$ cat src/rtl/prg_map_pkg.sv
package prg_map_pkg;
  localparam int WIN_AW   = 13;  // offset bits inside one 8 KB window
  localparam int NUM_SW   = 3;   // switchable windows
  localparam int IDX_W    = 4;   // register index field width
  localparam int IDX_BASE = 12;  // register index of the first switchable window
  localparam int PLANE_W  = 4;   // width of one storage plane

  typedef enum logic [1:0] {
    WIN_LO  = 2'd0,
    WIN_MID = 2'd1,
    WIN_HI  = 2'd2,
    WIN_FIX = 2'd3
  } prg_win_e;
endpackage

$ cat src/rtl/prg_wr_decode.sv
module prg_wr_decode
  import prg_map_pkg::*;
(
  input  logic              clk_i,
  input  logic              rst_ni,
  input  logic [15:0]       cpu_addr_i,
  input  logic              cpu_rw_i,
  input  logic              cart_sel_i,
  output logic [NUM_SW-1:0] we_o
);
  logic bus_wr;
  assign bus_wr = cart_sel_i & ~cpu_rw_i & cpu_addr_i[15];

  for (genvar w = 0; w < NUM_SW; w++) begin : g_we
    localparam logic [IDX_W-1:0] MY_IDX = IDX_W'(IDX_BASE + w);
    assign we_o[w] = bus_wr & (cpu_addr_i[IDX_W-1:0] == MY_IDX);
  end

  AST_WE_ONEHOT: assert property (@(posedge clk_i) disable iff (!rst_ni)
    $onehot0(we_o));
  AST_NO_WE_ON_READ: assert property (@(posedge clk_i) disable iff (!rst_ni)
    (cpu_rw_i || !cart_sel_i || !cpu_addr_i[15]) |-> (we_o == '0));
endmodule

$ cat src/rtl/prg_bank_file.sv
module prg_bank_file
  import prg_map_pkg::*;
#(
  parameter int BANK_W = 8
) (
  input  logic                           clk_i,
  input  logic                           rst_ni,
  input  logic [NUM_SW-1:0]              we_i,
  input  logic [7:0]                     data_i,
  output logic [NUM_SW-1:0][BANK_W-1:0]  bank_o
);
  localparam int NUM_PLANES = BANK_W / PLANE_W;

  // one 4-bit register file per plane; planes are written in parallel
  for (genvar p = 0; p < NUM_PLANES; p++) begin : g_plane
    logic [NUM_SW-1:0][PLANE_W-1:0] mem_q;

    always_ff @(posedge clk_i or negedge rst_ni) begin
      if (!rst_ni) begin
        mem_q <= '0;
      end else begin
        for (int w = 0; w < NUM_SW; w++) begin
          if (we_i[w]) mem_q[w] <= data_i[p*PLANE_W +: PLANE_W];
        end
      end
    end

    for (genvar w = 0; w < NUM_SW; w++) begin : g_rd
      assign bank_o[w][p*PLANE_W +: PLANE_W] = mem_q[w];
    end
  end

  for (genvar w = 0; w < NUM_SW; w++) begin : g_chk
    AST_WR_LOAD: assert property (@(posedge clk_i) disable iff (!rst_ni)
      we_i[w] |=> (bank_o[w] == $past(data_i[BANK_W-1:0])));
    AST_HOLD: assert property (@(posedge clk_i) disable iff (!rst_ni)
      !we_i[w] |=> $stable(bank_o[w]));
  end
endmodule

$ cat src/rtl/prg_addr_mux.sv
module prg_addr_mux
  import prg_map_pkg::*;
#(
  parameter int BANK_W = 8
) (
  input  logic [15:0]                    cpu_addr_i,
  input  logic [NUM_SW-1:0][BANK_W-1:0]  bank_i,
  output logic [BANK_W+WIN_AW-1:0]       rom_addr_o
);
  prg_win_e          win;
  logic [BANK_W-1:0] sel_bank;

  assign win = prg_win_e'(cpu_addr_i[WIN_AW+1:WIN_AW]);

  always_comb begin
    unique case (win)
      WIN_LO:  sel_bank = bank_i[0];
      WIN_MID: sel_bank = bank_i[1];
      WIN_HI:  sel_bank = bank_i[2];
      default: sel_bank = '1;  // last ROM page
    endcase
  end

  assign rom_addr_o = {sel_bank, cpu_addr_i[WIN_AW-1:0]};
endmodule

$ cat src/rtl/prg_bank_mapper.sv
module prg_bank_mapper
  import prg_map_pkg::*;
#(
  parameter int BANK_W = 8,
  localparam int ROM_AW = BANK_W + WIN_AW
) (
  input  logic              clk_i,
  input  logic              rst_ni,
  input  logic [15:0]       cpu_addr_i,
  input  logic [7:0]        cpu_data_i,
  input  logic              cpu_rw_i,
  input  logic              cart_sel_i,
  output logic [ROM_AW-1:0] rom_addr_o,
  output logic              rom_ce_o
);
  logic [NUM_SW-1:0]             we;
  logic [NUM_SW-1:0][BANK_W-1:0] bank;

  prg_wr_decode i_dec (
    .clk_i      (clk_i),
    .rst_ni     (rst_ni),
    .cpu_addr_i (cpu_addr_i),
    .cpu_rw_i   (cpu_rw_i),
    .cart_sel_i (cart_sel_i),
    .we_o       (we)
  );

  prg_bank_file #(.BANK_W(BANK_W)) i_file (
    .clk_i  (clk_i),
    .rst_ni (rst_ni),
    .we_i   (we),
    .data_i (cpu_data_i),
    .bank_o (bank)
  );

  prg_addr_mux #(.BANK_W(BANK_W)) i_mux (
    .cpu_addr_i (cpu_addr_i),
    .bank_i     (bank),
    .rom_addr_o (rom_addr_o)
  );

  assign rom_ce_o = cart_sel_i & cpu_rw_i & cpu_addr_i[15];

  AST_OFFSET_PASS: assert property (@(posedge clk_i) disable iff (!rst_ni)
    rom_addr_o[WIN_AW-1:0] == cpu_addr_i[WIN_AW-1:0]);
  AST_FIXED_TOP: assert property (@(posedge clk_i) disable iff (!rst_ni)
    (cpu_addr_i[14:13] == 2'b11) |-> (rom_addr_o[ROM_AW-1:WIN_AW] == '1));
  AST_CE_WR_OFF: assert property (@(posedge clk_i) disable iff (!rst_ni)
    !cpu_rw_i |-> !rom_ce_o);
  AST_CE_DESEL_OFF: assert property (@(posedge clk_i) disable iff (!rst_ni)
    (!cart_sel_i || !cpu_addr_i[15]) |-> !rom_ce_o);
endmodule

$ cat config.mk
export PLATFORM = sky130hd
export DESIGN_NAME = prg_bank_mapper
export DESIGN_NICKNAME = d
export VERILOG_FILES = /design/src/rtl/prg_map_pkg.sv /design/src/rtl/prg_wr_decode.sv /design/src/rtl/prg_bank_file.sv /design/src/rtl/prg_addr_mux.sv /design/src/rtl/prg_bank_mapper.sv
export SDC_FILE = /design/constraint.sdc
export NUM_CORES = 1
export LEC_CHECK = 0
export BUFFER_PORTS_ARGS = -buffer_cell sky130_fd_sc_hd__buf_2
export CAP_MARGIN = 20
export CELL_PAD_IN_SITES_DETAIL_PLACEMENT = 2
export CELL_PAD_IN_SITES_GLOBAL_PLACEMENT = 2
export CORE_ASPECT_RATIO = 1.4
export CORE_MARGIN = 3
export CORE_UTILIZATION = 31
export CTS_CLUSTER_SIZE = 24
export DETAILED_ROUTE_END_ITERATION = 12
export HOLD_SLACK_MARGIN = 0.05
export PLACE_DENSITY_LB_ADDON = 0.1
export RECOVER_POWER = 50
export SLEW_MARGIN = 5
export SYNTH_ARGS = -nofsm -noshare
export SYNTH_HDL_FRONTEND = slang
export SYNTH_SLANG_ARGS = --single-unit
$ cat constraint.sdc
create_clock -name clk_i -period 1.5 [get_ports clk_i]
set_input_delay 0.15 -clock clk_i [delete_from_list [all_inputs] [get_ports clk_i]]
set_output_delay 0.15 -clock clk_i [all_outputs]
set_load 0.005 [all_outputs]
======== Word-level counts from Yosys, hierarchy flattened ========
Index checks and enable logic that the tools add are counted.
word-level totals
  register bits ........................... 24
  bits of input ports ..................... 28
  output and inout bits ................... 22
  logic and storage cells ................. 21
operators by class
  equal/unequal tests ..................... 5
  multiplexer cells ....................... 1
  bitwise gates (word level) .............. 8
  reduce and logical (&&, ||, !) cells .... 1
operators by type and width
  operator            count
  $pmux 8 s3          1
  $eq 4x4->1 const B  3
  $and 1x1->1         7
  $eq 2x1->1 const B  1
  $eq 2x2->1 const B  1
  $logic_not 2->1     1
  $not 1->1           1

======== Longest topological paths before layout ========
  depth after elaboration ................. 4
  gate-level depth with buffers ........... 4
  depth with buffers taken out ............ 3

======== Hierarchy ========
Synthesis repeated with hierarchy kept, for this count alone.
unflattened totals
  cell total of the unflattened synthesis .. 91
  area, all modules ....................... 1,345.0 sq um
modules (own cells, without submodules)
  module           times used  cells each  area each (sq um)  sequential area each (sq um)
  prg_bank_file    1           51          994.7              600.6
  prg_addr_mux     1           33          289.0              0.0
  prg_wr_decode    1           6           55.1               0.0
  prg_bank_mapper  1           1           6.3                0.0

======== Worst setup path before layout ========
No wires, ideal clock.
  path type ............................... input -> register
  from .................................... input port cpu_addr_i[2]
  to ...................................... register i_file.g_plane[0].mem_q, in the netlist i_file.bank_o[10]
  setup time .............................. 125 ps
  data arrival time ....................... 1,211 ps
  required time ........................... 1,375 ps
  slack ................................... 164 ps
  cell stages on the path ................. 4
  buffers on the path ..................... 1
  cells stage by stage .................... nand4_1 or4b_4 buf_6 mux2_4
between the ends
  cells in the longest elaborated chain, start to end .. 2
RTL lines
  element                         RTL line              RTL
  start: declaration              prg_bank_mapper.sv:9  input logic [15:0] cpu_addr_i,
  $eq 4x4->1                      prg_wr_decode.sv:16   assign we_o[w] = bus_wr & (cpu_addr_i[IDX_W-1:0] == MY_IDX);
  $and 1x1->1                     prg_wr_decode.sv:16
  end signal: indexed assignment  prg_bank_file.sv:23   if (we_i[w]) mem_q[w] <= data_i[p*PLANE_W +: PLANE_W];
  end: declaration                prg_bank_file.sv:16   logic [NUM_SW-1:0][PLANE_W-1:0] mem_q;
No other way between the ends.
A chain may end at the register's enable or synchronous reset.

======== Worst setup path after layout ========
  from .................................... register i_file.g_plane[1].mem_q, in the netlist i_file.bank_o[15]
  to ...................................... output port rom_addr_o[20]
between the ends
  cells in the longest elaborated chain, start to end .. 1
RTL lines
  element                           RTL line               RTL
  start: declaration                prg_bank_file.sv:16
  start signal: indexed assignment  prg_bank_file.sv:23
  $pmux 8 s3                        prg_addr_mux.sv:16     unique case (win)
  end: declaration                  prg_bank_mapper.sv:13  output logic [ROM_AW-1:0] rom_addr_o,
No other way between the ends.

==> flow_metrics.py <==
metrics = {
    "outcome": {
        "status": "completed",
    },
    "synthesis": {
        "synth-simple-area-share": 0.0402,
        "syn_area_um2": 1270,
        "synth_top_family_by_area": "multiplexers",
        "synth_compound_area_frac": 0.0550,
        "synthMuxAreaShare": 0.330,
        "synthAdderAreaFrac": 0,
        "synth_xor_area_frac": 0,
        "syn_nets": 117,
        "avgSynthCellArea_um2": 14.3,
        "synthDistinctLibCells": 14,
        "synth-seq-cells": 24,
        "seq_area_frac_synth": 0.471,
        "yosysWarningCount": 0,
        "synth_cells": 89,
    },
    "setup_path": {
        "cp-end-kind": "primary output",
        "worstPathRequired_ps": 1350,
        "cp.arrival_ps": 1250,
        "cp_max_fo": 2,
        "crit_type": "reg2out",
        "critPathLaunchType": "register",
    },
    "timing": {
        "setup_slack_ps": 101,
        "max_slew_margin": 0.587,
        "max_freq_mhz": 715,
        "finalClockSkew_ps": 0,
        "grt_setup_unrepaired": "no",
        "setup_viol": 0,
        "tns_ps": 0,
        "finalHoldViolations": 0,
        "period_minus_slack_ps": 1400,
        "fin_crit_sh": 0.933,
        "worst_slew_pin_slew_ps": 619,
        "finalMaxSlewViolations": 0,
        "whs_ps": 134,
    },
    "grt": {
        "grt_antenna_before_repair": 0,
        "grt_max_degree": 25,
        "grt_pass1_vias": 900,
        "grt_pass1_wl_um": 4800,
        "grt.overflow.total": 0,
        "grt.total_usage": 0.136,
    },
    "placement": {
        "place_area_um2": 1370,
        "dp_hpwl_um": 2060,
        "place_ws_ps": -22.6,
        "io_buffers": 31,
        "gp_congestion": 0.662,
        "placed_cells": 147,
    },
    "drt": {
        "viasPerCell": 5.16,
        "wire_per_inst_um": 19.0,
        "wl_um": 2890,
        "ant_nets": 0,
        "vias": 785,
        "drtIter0Drc": 12,
        "drc_errors": 0,
        "drt-pass1-iter-count": 2,
    },
    "clock_tree": {
        "postCtsSetupBuffers": 0,
        "cts_tree": "yes",
        "cts_buffer_depth": 2,
        "cts_buffers": 3,
        "clock_sink_count": 24,
        "cts.clk_slew.worst_paths_ps": 90,
        "clk_latency_ps": 270,
        "cts_resized": 0,
        "holdBufCountCts": 1,
        "htree_levels": 1,
        "cts-root-buf": "clkbuf_8",
    },
    "floorplan": {
        "die_w_um": 60.2,
        "die_h_um": 81.9,
        "die_area_um2": 4930,
        "rows": 27,
        "io_pins": 50,
        "start_util": 0.323,
        "coreArea_um2": 3950,
    },
    "power": {
        "peakVddDrop_v": 0.000596,
        "pwr_density_cell_nw_per_um2": 1140,
        "p_leak_nw": 0.765,
        "finalPower_mw": 1.65,
    },
    "final_layout": {
        "syn_to_final_growth_pct": 13.7,
        "regArea_um2": 601,
        "num_antenna_cells": 0,
        "n_fill_cell": 406,
        "final_core_util": 0.367,
        "multi_input_area_um2": 542,
        "final_cell_area_um2": 1450,
        "final_layout_size_suffix_gt1_frac": 0.624,
        "largest_reg_flops": 24,
        "fin_nets": 138,
        "stdcell_count": 152,
    },
    "hold_path": {
        "hold_class": "in2reg",
    },
    "run": {
        "maxCapViolations": 0,
    },
}
## per-layer routing
metal / vias to the layer above / track usage / wire [um]
met5: - / 0 / 0
met4: 0 / 0.0732 / 71
met3: 10 / 0.0299 / 131
met2: 24 / 0.221 / 1470
met1: 406 / 0.166 / 1220
li1: 345 / - / -
## critical path, stage by stage, from the launching register on
cell and delay, ps:
dfrtp_1 400, mux2_2 260, o22a_1 190, buf_2 120
## path summary, 6_finish.rpt
check | start | endpoint | slack, ps | depth (start not counted)
max in group asynchronous | rst_ni | i_file.bank_o[8] | 670 | 2
min in group asynchronous | rst_ni | i_file.bank_o[23] | 420 | 2
min | cpu_data_i[4] | i_file.bank_o[20] | 130 | 2
min reg2reg | i_file.bank_o[3] | i_file.bank_o[3] | 510 | 1
max | i_file.bank_o[15] | rom_addr_o[20] | 100 | 3
max reg2reg | i_file.bank_o[22] | i_file.bank_o[22] | 730 | 1
## synth_stat cells (all sizes together)
cell type	instances	share of area
clkbuf	3	0.0088
and3	1	0.0059
dfrtp	24	0.47
or4b	2	0.019
o22a	8	0.055
buf	16	0.095
mux2	32	0.33
nand4	1	0.0049
or4	1	0.0059
nand2b	1	0.0049
## logic make-up after synthesis
logic type / count (synthesis)
flip-flops: 24
AO/OA/AOI/OAI: 8
AND/OR/NAND/NOR: 6
multiplexers: 32
buffers and inverters: 19
## layout by cell type, fill, tap and decap left out, drive strengths merged
cell and instances:
mux2 32, buf 29, dfrtp 24, o22a 8, clkbuf 8, or4b 2
nand2b 1, and3 1, nand4 1, or4 1, bufinv 1, dlygate4sd3 1
## final cells by class
class,count,share of cell area
Clock inverter,1,0.0207
Clock buffer,3,0.0285
Timing Repair Buffer,35,0.126
Tap cell,43,0.0371
Sequential cell,24,0.414
Multi-Input combinational cell,46,0.374
## report_power, final
| group | internal [mW] | switching, mW | leakage [nW] |
|---|---|---|---|
| Clock | 0.357 | 0.225 | 0.0357 |
| Combinational | 0.185 | 0.101 | 0.410 |
| Sequential | 0.732 | 0.0459 | 0.319 |
No activity file was read; power rests on OpenSTA's default activity.
